--- src/rtl/snd_irq_pkg.sv ---
package snd_irq_pkg;
   localparam int NTMR   = 3;
   localparam int ADDR_W = 4;
   localparam int DATA_W = 16;

   localparam logic [ADDR_W-1:0] A_TMR0 = 4'd0;
   localparam logic [ADDR_W-1:0] A_SEN  = 4'd3;
   localparam logic [ADDR_W-1:0] A_SPND = 4'd4;
   localparam logic [ADDR_W-1:0] A_SCLR = 4'd5;
   localparam logic [ADDR_W-1:0] A_LV0  = 4'd6;
   localparam logic [ADDR_W-1:0] A_MEN  = 4'd9;
   localparam logic [ADDR_W-1:0] A_MPND = 4'd10;
   localparam logic [ADDR_W-1:0] A_MCLR = 4'd11;
endpackage

--- src/rtl/tmr_unit.sv ---
module tmr_unit #(
   parameter int CNT_W = 8,
   parameter int CTL_W = 3
) (
   input  logic             clk,
   input  logic             rst_n,
   input  logic             tick,
   input  logic             wr,
   input  logic [CTL_W-1:0] wr_ctl,
   input  logic [CNT_W-1:0] wr_cnt,
   output logic [CTL_W-1:0] ctl,
   output logic [CNT_W-1:0] cnt,
   output logic             fire
);
   localparam int PRE_W = (1 << CTL_W) - 1;
   localparam logic [CNT_W-1:0] TOP_M1 = {{(CNT_W-1){1'b1}}, 1'b0};

   logic [PRE_W-1:0] pre;
   logic [PRE_W-1:0] lim;
   logic             step;

   assign lim  = PRE_W'(({{PRE_W{1'b0}}, 1'b1} << ctl) - 1'b1);
   assign step = tick && !wr && (pre == lim);
   assign fire = step && (cnt == TOP_M1);

   always_ff @(posedge clk or negedge rst_n) begin
      if (!rst_n) begin
         ctl <= '0;
         cnt <= '0;
         pre <= '0;
      end else if (wr) begin
         ctl <= wr_ctl;
         cnt <= wr_cnt;
         pre <= '0;
      end else if (tick) begin
         if (pre == lim) begin
            pre <= '0;
            cnt <= cnt + 1'b1;
         end else begin
            pre <= pre + 1'b1;
         end
      end
   end

   assert_step_R3: assert property (@(posedge clk) disable iff (!rst_n)
      step |=> (cnt == CNT_W'($past(cnt) + 1'b1)));
   assert_idle_R3: assert property (@(posedge clk) disable iff (!rst_n)
      (!tick && !wr) |=> $stable(cnt));
endmodule

--- src/rtl/irq_bank.sv ---
module irq_bank #(
   parameter int NSRC = 11
) (
   input  logic            clk,
   input  logic            rst_n,
   input  logic [NSRC-1:0] set_vec,
   input  logic            en_wr,
   input  logic            clr_wr,
   input  logic [NSRC-1:0] wdata,
   output logic [NSRC-1:0] en,
   output logic [NSRC-1:0] pend,
   output logic [NSRC-1:0] req
);
   logic [NSRC-1:0] clr_vec;

   assign clr_vec = clr_wr ? wdata : '0;
   assign req     = en & pend;

   always_ff @(posedge clk or negedge rst_n) begin
      if (!rst_n) begin
         en   <= '0;
         pend <= '0;
      end else begin
         if (en_wr) en <= wdata;
         pend <= (pend & ~clr_vec) | set_vec;
      end
   end

   assert_set_wins_R6: assert property (@(posedge clk) disable iff (!rst_n)
      (set_vec != '0) |=> ((pend & $past(set_vec)) == $past(set_vec)));
   assert_clear_R6: assert property (@(posedge clk) disable iff (!rst_n)
      (clr_wr && ((wdata & ~set_vec) != '0)) |=> ((pend & $past(wdata & ~set_vec)) == '0));
   assert_hold_R6: assert property (@(posedge clk) disable iff (!rst_n)
      (!clr_wr && set_vec == '0) |=> $stable(pend));
endmodule

--- src/rtl/lvl_enc.sv ---
module lvl_enc #(
   parameter int NSRC  = 11,
   parameter int LVL_W = 3
) (
   input  logic [NSRC-1:0]             act,
   input  logic [NSRC-1:0][LVL_W-1:0]  src_lvl,
   output logic [LVL_W-1:0]            lvl
);
   always_comb begin
      lvl = '0;
      for (int n = 0; n < NSRC; n++) begin
         if (act[n] && (src_lvl[n] > lvl)) lvl = src_lvl[n];
      end
   end
endmodule

--- src/rtl/snd_timer_irq.sv ---
module snd_timer_irq
   import snd_irq_pkg::*;
#(
   parameter int NSRC   = 11,
   parameter int NLVL   = 8,
   parameter int CNT_W  = 8,
   parameter int CTL_W  = 3,
   parameter int LVL_W  = 3,
   parameter int TA_BIT = 6
) (
   input  logic              clk,
   input  logic              rst_n,
   input  logic              sample_tick,
   input  logic              bus_wr,
   input  logic [ADDR_W-1:0] bus_addr,
   input  logic [DATA_W-1:0] bus_wdata,
   output logic [DATA_W-1:0] bus_rdata,
   input  logic [NSRC-1:0]   ext_evt,
   output logic [LVL_W-1:0]  snd_irq_lvl,
   output logic              main_irq
);
   localparam int TREG_W = CTL_W + CNT_W;

   generate
      if (TA_BIT + NTMR > NSRC) begin : g_bad_pos
         $error("timer pending positions exceed source count");
      end
      if (NLVL > NSRC || NLVL > DATA_W) begin : g_bad_lvl
         $error("level register width out of range");
      end
      if (TREG_W > DATA_W || NSRC > DATA_W) begin : g_bad_w
         $error("register fields exceed bus width");
      end
   endgenerate

   logic [NTMR-1:0]              fire;
   logic [NTMR-1:0][CTL_W-1:0]   t_ctl;
   logic [NTMR-1:0][CNT_W-1:0]   t_cnt;
   logic [NSRC-1:0]              tmr_set;
   logic [NSRC-1:0]              ext_mask;
   logic [NSRC-1:0]              set_vec;

   for (genvar i = 0; i < NTMR; i++) begin : g_tmr
      tmr_unit #(.CNT_W(CNT_W), .CTL_W(CTL_W)) u_tmr (
         .clk    (clk),
         .rst_n  (rst_n),
         .tick   (sample_tick),
         .wr     (bus_wr && bus_addr == A_TMR0 + ADDR_W'(i)),
         .wr_ctl (bus_wdata[TREG_W-1:CNT_W]),
         .wr_cnt (bus_wdata[CNT_W-1:0]),
         .ctl    (t_ctl[i]),
         .cnt    (t_cnt[i]),
         .fire   (fire[i])
      );
   end

   always_comb begin
      tmr_set  = '0;
      ext_mask = '1;
      for (int i = 0; i < NTMR; i++) begin
         tmr_set[TA_BIT+i]  = fire[i];
         ext_mask[TA_BIT+i] = 1'b0;
      end
   end
   assign set_vec = tmr_set | (ext_evt & ext_mask);

   logic [NSRC-1:0] s_en, s_pend, s_req;
   logic [NSRC-1:0] m_en, m_pend, m_req;

   irq_bank #(.NSRC(NSRC)) u_snd (
      .clk (clk), .rst_n (rst_n), .set_vec (set_vec),
      .en_wr  (bus_wr && bus_addr == A_SEN),
      .clr_wr (bus_wr && bus_addr == A_SCLR),
      .wdata  (bus_wdata[NSRC-1:0]),
      .en (s_en), .pend (s_pend), .req (s_req)
   );

   irq_bank #(.NSRC(NSRC)) u_main (
      .clk (clk), .rst_n (rst_n), .set_vec (set_vec),
      .en_wr  (bus_wr && bus_addr == A_MEN),
      .clr_wr (bus_wr && bus_addr == A_MCLR),
      .wdata  (bus_wdata[NSRC-1:0]),
      .en (m_en), .pend (m_pend), .req (m_req)
   );

   logic [LVL_W-1:0][NLVL-1:0] lv_bits;

   for (genvar k = 0; k < LVL_W; k++) begin : g_lv
      always_ff @(posedge clk or negedge rst_n) begin
         if (!rst_n) lv_bits[k] <= '0;
         else if (bus_wr && bus_addr == A_LV0 + ADDR_W'(k))
            lv_bits[k] <= bus_wdata[NLVL-1:0];
      end
   end

   logic [NSRC-1:0][LVL_W-1:0] src_lvl;

   for (genvar n = 0; n < NSRC; n++) begin : g_src
      if (n < NLVL) begin : g_has
         for (genvar k = 0; k < LVL_W; k++) begin : g_bit
            assign src_lvl[n][k] = lv_bits[k][n];
         end
      end else begin : g_none
         assign src_lvl[n] = '0;
      end
   end

   lvl_enc #(.NSRC(NSRC), .LVL_W(LVL_W)) u_enc (
      .act     (s_req),
      .src_lvl (src_lvl),
      .lvl     (snd_irq_lvl)
   );

   assign main_irq = |m_req;

   always_comb begin
      bus_rdata = '0;
      for (int i = 0; i < NTMR; i++) begin
         if (bus_addr == A_TMR0 + ADDR_W'(i))
            bus_rdata = DATA_W'({t_ctl[i], t_cnt[i]});
      end
      for (int k = 0; k < LVL_W; k++) begin
         if (bus_addr == A_LV0 + ADDR_W'(k)) bus_rdata = DATA_W'(lv_bits[k]);
      end
      case (bus_addr)
         A_SEN:   bus_rdata = DATA_W'(s_en);
         A_SPND:  bus_rdata = DATA_W'(s_pend);
         A_MEN:   bus_rdata = DATA_W'(m_en);
         A_MPND:  bus_rdata = DATA_W'(m_pend);
         default: ;
      endcase
   end

   assert_lvl_idle_R9: assert property (@(posedge clk) disable iff (!rst_n)
      (s_req == '0) |-> (snd_irq_lvl == '0));
   assert_main_line_R8: assert property (@(posedge clk) disable iff (!rst_n)
      ((m_en & m_pend) != '0) |-> main_irq);
   assert_dual_post_R5: assert property (@(posedge clk) disable iff (!rst_n)
      (fire != '0) |=> ((s_pend & $past(tmr_set)) == $past(tmr_set)
                        && (m_pend & $past(tmr_set)) == $past(tmr_set)));
endmodule

--- config.mk ---
export PLATFORM = sky130hd
export DESIGN_NAME = snd_timer_irq
export DESIGN_NICKNAME = d
export VERILOG_FILES = /design/src/rtl/snd_irq_pkg.sv /design/src/rtl/tmr_unit.sv /design/src/rtl/irq_bank.sv /design/src/rtl/lvl_enc.sv /design/src/rtl/snd_timer_irq.sv
export SDC_FILE = /design/constraint.sdc
export NUM_CORES = 1
export LEC_CHECK = 0
export BUFFER_PORTS_ARGS = -buffer_cell sky130_fd_sc_hd__buf_4
export CAP_MARGIN = 15
export CORE_ASPECT_RATIO = 1.1
export CORE_MARGIN = 1.5
export CORE_UTILIZATION = 45
export CTS_CLUSTER_SIZE = 8
export DETAILED_ROUTE_END_ITERATION = 8
export HOLD_SLACK_MARGIN = 0.05
export SLEW_MARGIN = 40
export SYNTH_ARGS = -nofsm -noshare
export SYNTH_HDL_FRONTEND = slang
export SYNTH_HIERARCHICAL = 1
export SYNTH_SLANG_ARGS = --single-unit
--- constraint.sdc ---
create_clock -name clk -period 16.1 [get_ports clk]
set_clock_uncertainty 0.2 [all_clocks]
set_input_delay 3.22 -clock clk [delete_from_list [all_inputs] [get_ports clk]]
set_output_delay 3.22 -clock clk [all_outputs]
set_load 0.02 [all_outputs]
# Yosys cells after proc, flatten, opt, wreduce, memory -nomap -nowiden

Cells that the tools add are included.

Add/sub/neg operators: 9
Magnitude comparators: 11
Equality and inequality tests: 17
Shift operators: 3
Mux-type cells: 38
Bitwise operators: 9
Reduce and logical (&&, ||, !) cells: 44

Operator list:

| operator              | count |
|---|---|
| $mux W11              | 7 |
| $mux W8               | 9 |
| $pmux W16 S4          | 1 |
| $mux W7               | 9 |
| $and A11 B11 Y11      | 4 |
| $mux W3               | 11 |
| $logic_and A1 B1 Y1   | 30 |
| $add A8 B1 Y8 const B | 3 |
| $eq A8 B8 Y1 const B  | 3 |
| $not A11 Y11          | 2 |
| $or A11 B11 Y11       | 2 |
| $add A7 B1 Y7 const B | 3 |
| $eq A7 B7 Y1          | 3 |
| $gt A3 B3 Y1          | 7 |
| $shl A1 B3 Y7 const A | 3 |
| $sub A7 B1 Y7 const B | 3 |
| $eq A4 B3 Y1 const B  | 4 |
| $eq A4 B4 Y1 const B  | 4 |
| $mux W16              | 1 |
| $reduce_bool A2 Y1    | 6 |
| $or A9 B11 Y11        | 1 |
| $reduce_or A11 Y1     | 1 |
| $gt A1 B3 Y1 const A  | 3 |
| $eq A4 B2 Y1 const B  | 2 |
| 5 further kinds       | 9 |

Register bits after elaboration: 122
Bits of input ports: 35
Logic and storage cells: 147

# Depth between registers and ports, before layout

Word-level depth: 33
Mapped depth: 67

# Hierarchy

Netlist, hierarchy kept.

Modules (own cells, without submodules):

| module                        | instances | cells each | area an instance (sq um) |
|---|---|---|---|
| tmr_unit (g_tmr[0].u_tmr ...) | 2         | 131        | 1,188.6 |
| snd_timer_irq                 | 1         | 234        | 2,139.6 |
| irq_bank                      | 2         | 68         | 923.4 |
| lvl_enc                       | 1         | 183        | 1,244.9 |
| tmr_unit (g_tmr[2].u_tmr)     | 1         | 135        | 1,233.7 |

# Worst setup path after synthesis

OpenSTA, ideal clock, no wires.

Path type: register to output
Start point: register u_snd.en[0]
End point: output port snd_irq_lvl[0]
Arrival time: 12.066 ns
Data required time: 12.680 ns
Path slack: 0.614 ns
Cell stages (with the launch flop): 63
Cell sequence: dfrtp_1 -> and2_1 -> and2_1 -> inv_1 -> ha_1 -> and3_1 -> a211oi_4 -> mux2_2 -> ha_1 -> nor2_1 -> maj3_1 -> o21ai_2 -> mux2_4 -> ha_1 -> nor2_1 -> or2_2 -> a21oi_1 -> a311oi_1 -> [... 27 more ...] -> nor2_1 -> nor2_1 -> o211a_1 -> o21a_1 -> a221oi_2 -> nor2_1 -> ha_1 -> a21oi_1 -> maj3_1 -> nand2_1 -> mux2i_1 -> ha_1 -> nor2b_1 -> o21ai_0 -> nand2b_1 -> nand3_1 -> nand2_1 -> o31ai_1

Cells in the longest elaborated chain, start to end: 33

Ends and longest elaborated chain:

| what                     | RTL line            | source |
|---|---|---|
| start: declaration       | irq_bank.sv:10      | `output logic [NSRC-1:0] en,` |
| start signal: assignment | irq_bank.sv:24      | `if (en_wr) en <= wdata;` |
| $and A11 B11 Y11 *       | irq_bank.sv:17      | `assign req = en & pend;` |
| via s_req[0]             | snd_timer_irq.sv:67 | `logic [NSRC-1:0] s_en, s_pend, s_req;` |
| $logic_and A1 B1 Y1 *    | lvl_enc.sv:12       | `if (act[n] && (src_lvl[n] > lvl)) lvl = src_lvl[n];` |
| $mux W3 *                | lvl_enc.sv:12       |  |
| $gt A3 B3 Y1             | lvl_enc.sv:12       |  |
| $logic_and A1 B1 Y1      | lvl_enc.sv:12       |  |
| $mux W3 *                | lvl_enc.sv:12       |  |
| $gt A3 B3 Y1             | lvl_enc.sv:12       |  |
| [... 18 more ...]        | --                  |  |
| $logic_and A1 B1 Y1      | lvl_enc.sv:12       |  |
| $mux W3 *                | lvl_enc.sv:12       |  |
| $gt A1 B3 Y1             | lvl_enc.sv:12       |  |
| $logic_and A1 B1 Y1      | lvl_enc.sv:12       |  |
| $mux W3 *                | lvl_enc.sv:12       |  |
| $gt A1 B3 Y1             | lvl_enc.sv:12       |  |
| $logic_and A1 B1 Y1      | lvl_enc.sv:12       |  |
| $mux W3 *                | lvl_enc.sv:12       |  |
| end: declaration         | snd_timer_irq.sv:19 | `output logic [LVL_W-1:0] snd_irq_lvl,` |

The timed path passes the listed nets; every way through them passes the cells marked *.

# Final worst setup path

Start point: register u_snd.pend[0]
End point: output port snd_irq_lvl[0]

Cells in the longest elaborated chain, start to end: 33

Ends and longest elaborated chain:

| what                     | RTL line            | source |
|---|---|---|
| start: declaration       | irq_bank.sv:11      | `output logic [NSRC-1:0] pend,` |
| start signal: assignment | irq_bank.sv:25      | `pend <= (pend & ~clr_vec) \| set_vec;` |
| $and A11 B11 Y11 *       | irq_bank.sv:17      |  |
| via s_req[0]             | snd_timer_irq.sv:67 |  |
| $logic_and A1 B1 Y1 *    | lvl_enc.sv:12       |  |
| $mux W3 *                | lvl_enc.sv:12       |  |
| $gt A3 B3 Y1             | lvl_enc.sv:12       |  |
| $logic_and A1 B1 Y1      | lvl_enc.sv:12       |  |
| $mux W3 *                | lvl_enc.sv:12       |  |
| $gt A3 B3 Y1             | lvl_enc.sv:12       |  |
| [... 18 more ...]        | --                  |  |
| $logic_and A1 B1 Y1      | lvl_enc.sv:12       |  |
| $mux W3 *                | lvl_enc.sv:12       |  |
| $gt A1 B3 Y1             | lvl_enc.sv:12       |  |
| $logic_and A1 B1 Y1      | lvl_enc.sv:12       |  |
| $mux W3 *                | lvl_enc.sv:12       |  |
| $gt A1 B3 Y1             | lvl_enc.sv:12       |  |
| $logic_and A1 B1 Y1      | lvl_enc.sv:12       |  |
| $mux W3 *                | lvl_enc.sv:12       |  |

Marks and branches as above.

==> run_results.csv <==
group,metric,value,unit
global_routing,grt_pass1_wl,39600,um
sta,timing_worst_slew_pin_value,0.808,ns
sta,timing.fmax,0.0635,GHz
sta,relSlewSlack,46.1,%
global_routing,grt_pass1_vias,7162,
cts,cts_tree,"built",
critical_path,path_delay_family,"compound AO/OA/AOI/OAI gates",
die,core-area,19200,um2
global_routing,gr-total-overflow,0,
sta,setup_slack,0.340,ns
cts,insertion_delay,0.42,ns
cts,h-tree-depth,4,
worst_hold_path,whs_path_depth,1,
cells_and_area,final_layout_size_suffix_gt1_share,23.2,%
placement,gp_congestion,0.899,
synth,netlist_instances,950,
cts,clk_path_buf_depth,2,
cells_and_area,utilization,53.2,%
die,start_util,46.1,%
power,p_leak,4.26,nW
sta,rsz0062_at_grt,"true",
cells_and_area,final_cells,1260,
synth,synthFlopType,"dfrtp_1",
cells_and_area,final_nets,1059,
critical_path,timing.critical_path.slowest_cell_delay,0.44,ns
placement,placedCellCount,1217,
synth,synth-async-reset-ratio,100,%
synth,post-synth-top-count-cell,"dfrtp_1",
critical_path,crit_top_cell,"ha_4",
cts,cts_made_buffers,17,
sta,period_minus_slack,15.76,ns
die,die_area,20500,um2
global_routing,grt_max_degree,64,
cells_and_area,area_delta_synth_final,15.3,%
drt,drt_pre_antenna_iters,5,
global_routing,gr-usage-all-layers,25.3,%
drt,routedWlPerCell,20.1,um
critical_path,path_class,"flip-flop to primary output",
critical_path,start_kind,"flip-flop",
synth,synth_top_area_share,34.5,%
synth,yosysWarnings,6,
synth,netlist_area,8840,um2
die,num_rows,53,
drt,via_per_inst,5.99,
die,ios,55,
critical_path,cp.required,12.68,ns
run,maxCapViolations,0,
sta,fin_crit_sh,97.9,%
drt,remaining_drc_errors,0,
placement,dpl_worst_slack,-0.0744,ns
cells_and_area,multi_input_area,5610,um2
sta,setup_viol,0,
synth,yosysUniqueCellTypes,100,
power,power,0.00161,W
drt,num_vias,7550,
drt,ant_nets,0,
power,powerDensity,158,nW/um2
cells_and_area,nFillCells,1819,
critical_path,arrival,12.34,ns
critical_path,rr_worst_depth,6,
critical_path,end_kind,"primary output",
critical_path,crit_buf_inv,2,
synth,synth_top_cell_by_area,"dfrtp_1",
die,die_h,150,um
synth,synth_common_cells,"dfrtp_1 (122), nand2_1 (87), nor2_1 (58)",
placement,dp_hpwl,17700,um
placement,io_buffers,41,
sta,final_hold_viol_count,0,
synth,synth-edff-count,0,
worst_hold_path,min_path_type,"flip-flop to flip-flop",
outcome,status,"finished clean",
power,ir_worst_vdd,0.0928,mV
global_routing,antenna_found_initial,0,
drt,drtIter0Drc,428,
critical_path,worst_path_max_delay_cell,"a222oi_1",
cts,root_buffer,"clkbuf_16",
cts,clk_pin_slew,0.06,ns
critical_path,cp_num_cells,63,
synth,syn_avg_cell_area,9.31,um2
sta,slew_viol_final,0,
cells_and_area,regArea,3050,um2
drt,routed_wl,25300,um
synth,synth-seq-cells,122,
critical_path,path_max_fanout,4,
synth,yosysSeqAreaShare,34.5,%
die,die_x,137,um
synth,synth_area_leaders,"dfrtp_1 (35%), mux2_2 (4.5%), mux2_4 (3.7%), nand2_1 (3.7%), ha_1 (3.4%)",
cells_and_area,n_antenna_cell,0,
cts,clock-sinks,122,
-- layout make-up --
type	count	area share, %
multi-input cells	766	55.1
flip-flops and latches	122	29.9
clock buffers	20	4.38
repair buffers	58	4.35
well taps	247	3.03
clock inverters	12	1.93
inverters	35	1.29
-- flip-flops by register name, summed over array words and instances (netlist names) --
register,count
u_snd/pend,11
lv_bits,24
g_tmr.u_tmr/cnt,24
u_main/en,11
g_tmr.u_tmr/ctl,9
u_snd/en,11
g_tmr.u_tmr/pre,21
u_main/pend,11
-- where the power goes --
part | internal [W] | switching (W) | total (W)
Clock | 0.000278 | 0.000140 | 0.000417
Sequential | 0.000383 | 0.000118 | 0.000501
Combinational | 0.000332 | 0.000359 | 0.000691
-- metal layers --
| metal | track usage (%) | up-vias | part of all wire, % |
|---|---|---|---|
| met3 | 4.07 | 39 | 4.8 |
| met4 | 7.29 | 0 | 2.1 |
| li1 | - | 3644 | - |
| met5 | 0 | - | 0 |
| met2 | 41.6 | 169 | 48 |
| met1 | 34.1 | 3698 | 45 |
-- cells in the final DEF, fill, tap and decap left out, drive strengths merged, types with 14 or more instances in the layout --
master  count
conb       27
a21o       24
and3       19
a21oi      40
a31oi      14
and2       28
nand4      19
nand3      39
ha         24
clkbuf     20
nor2       60
nand2      88
a22oi      18
buf        58
nor3       22
o22ai      18
inv        33
o21ai      43
nor2b      19
xnor2      14
dfrtp     122
mux2       60
-- metrics by stage --
stage / instance area [um2] / TNS [ns] / hold WS, ns
3_3_place_gp: 9230 / 0 / 0.286
5_1_grt: 10200 / -0.236 / 0.312
3_5_place_dp: 9240 / -0.0744 / 0.284
2_1_floorplan: 8940 / 0 / 0.255
4_1_cts: 9920 / 0 / 0.297
6_report: 10200 / 0 / 0.300
-- kinds of logic after synthesis --
kind of cell               after synthesis  share of synthesized area (%)
buffers and inverters                   88                           5.77
adders and majority gates               28                           3.85
DFF                                    122                           34.5
and+or+nand+nor                        354                           21.6
AOI/OAI and AO/OA                      264                           22.1
xor gates and xnor gates                20                           1.98
other                                    1                         0.0424
muxes                                   73                           10.0
-- timing repair --
| action | in CTS | in global routing |
|---|---|---|
| endpoints found under the setup margin | 3 | 3 |
| hold buffers | 0 | 0 |
| buffers inserted | 3 | 9 |
| resized for setup | 6 | 46 |
| pin swaps | 4 | 35 |
-- final timing paths --
| path | from | to | slack, ns |
|---|---|---|---|
| max | u_snd/pend[0] | snd_irq_lvl[0] | 0.34 |
| min | u_main/pend[10] | u_main/pend[10] | 0.30 |
| max reg2reg | g_tmr[1].u_tmr/ctl[2] | u_snd/pend[7] | 13.40 |
| min reg2reg | u_main/pend[10] | u_main/pend[10] | 0.30 |
| max in group asynchronous | rst_n | u_main/pend[1] | 12.16 |
| min in group asynchronous | rst_n | g_tmr[0].u_tmr/pre[5] | 2.58 |
(Power assumes the default switching activity.)
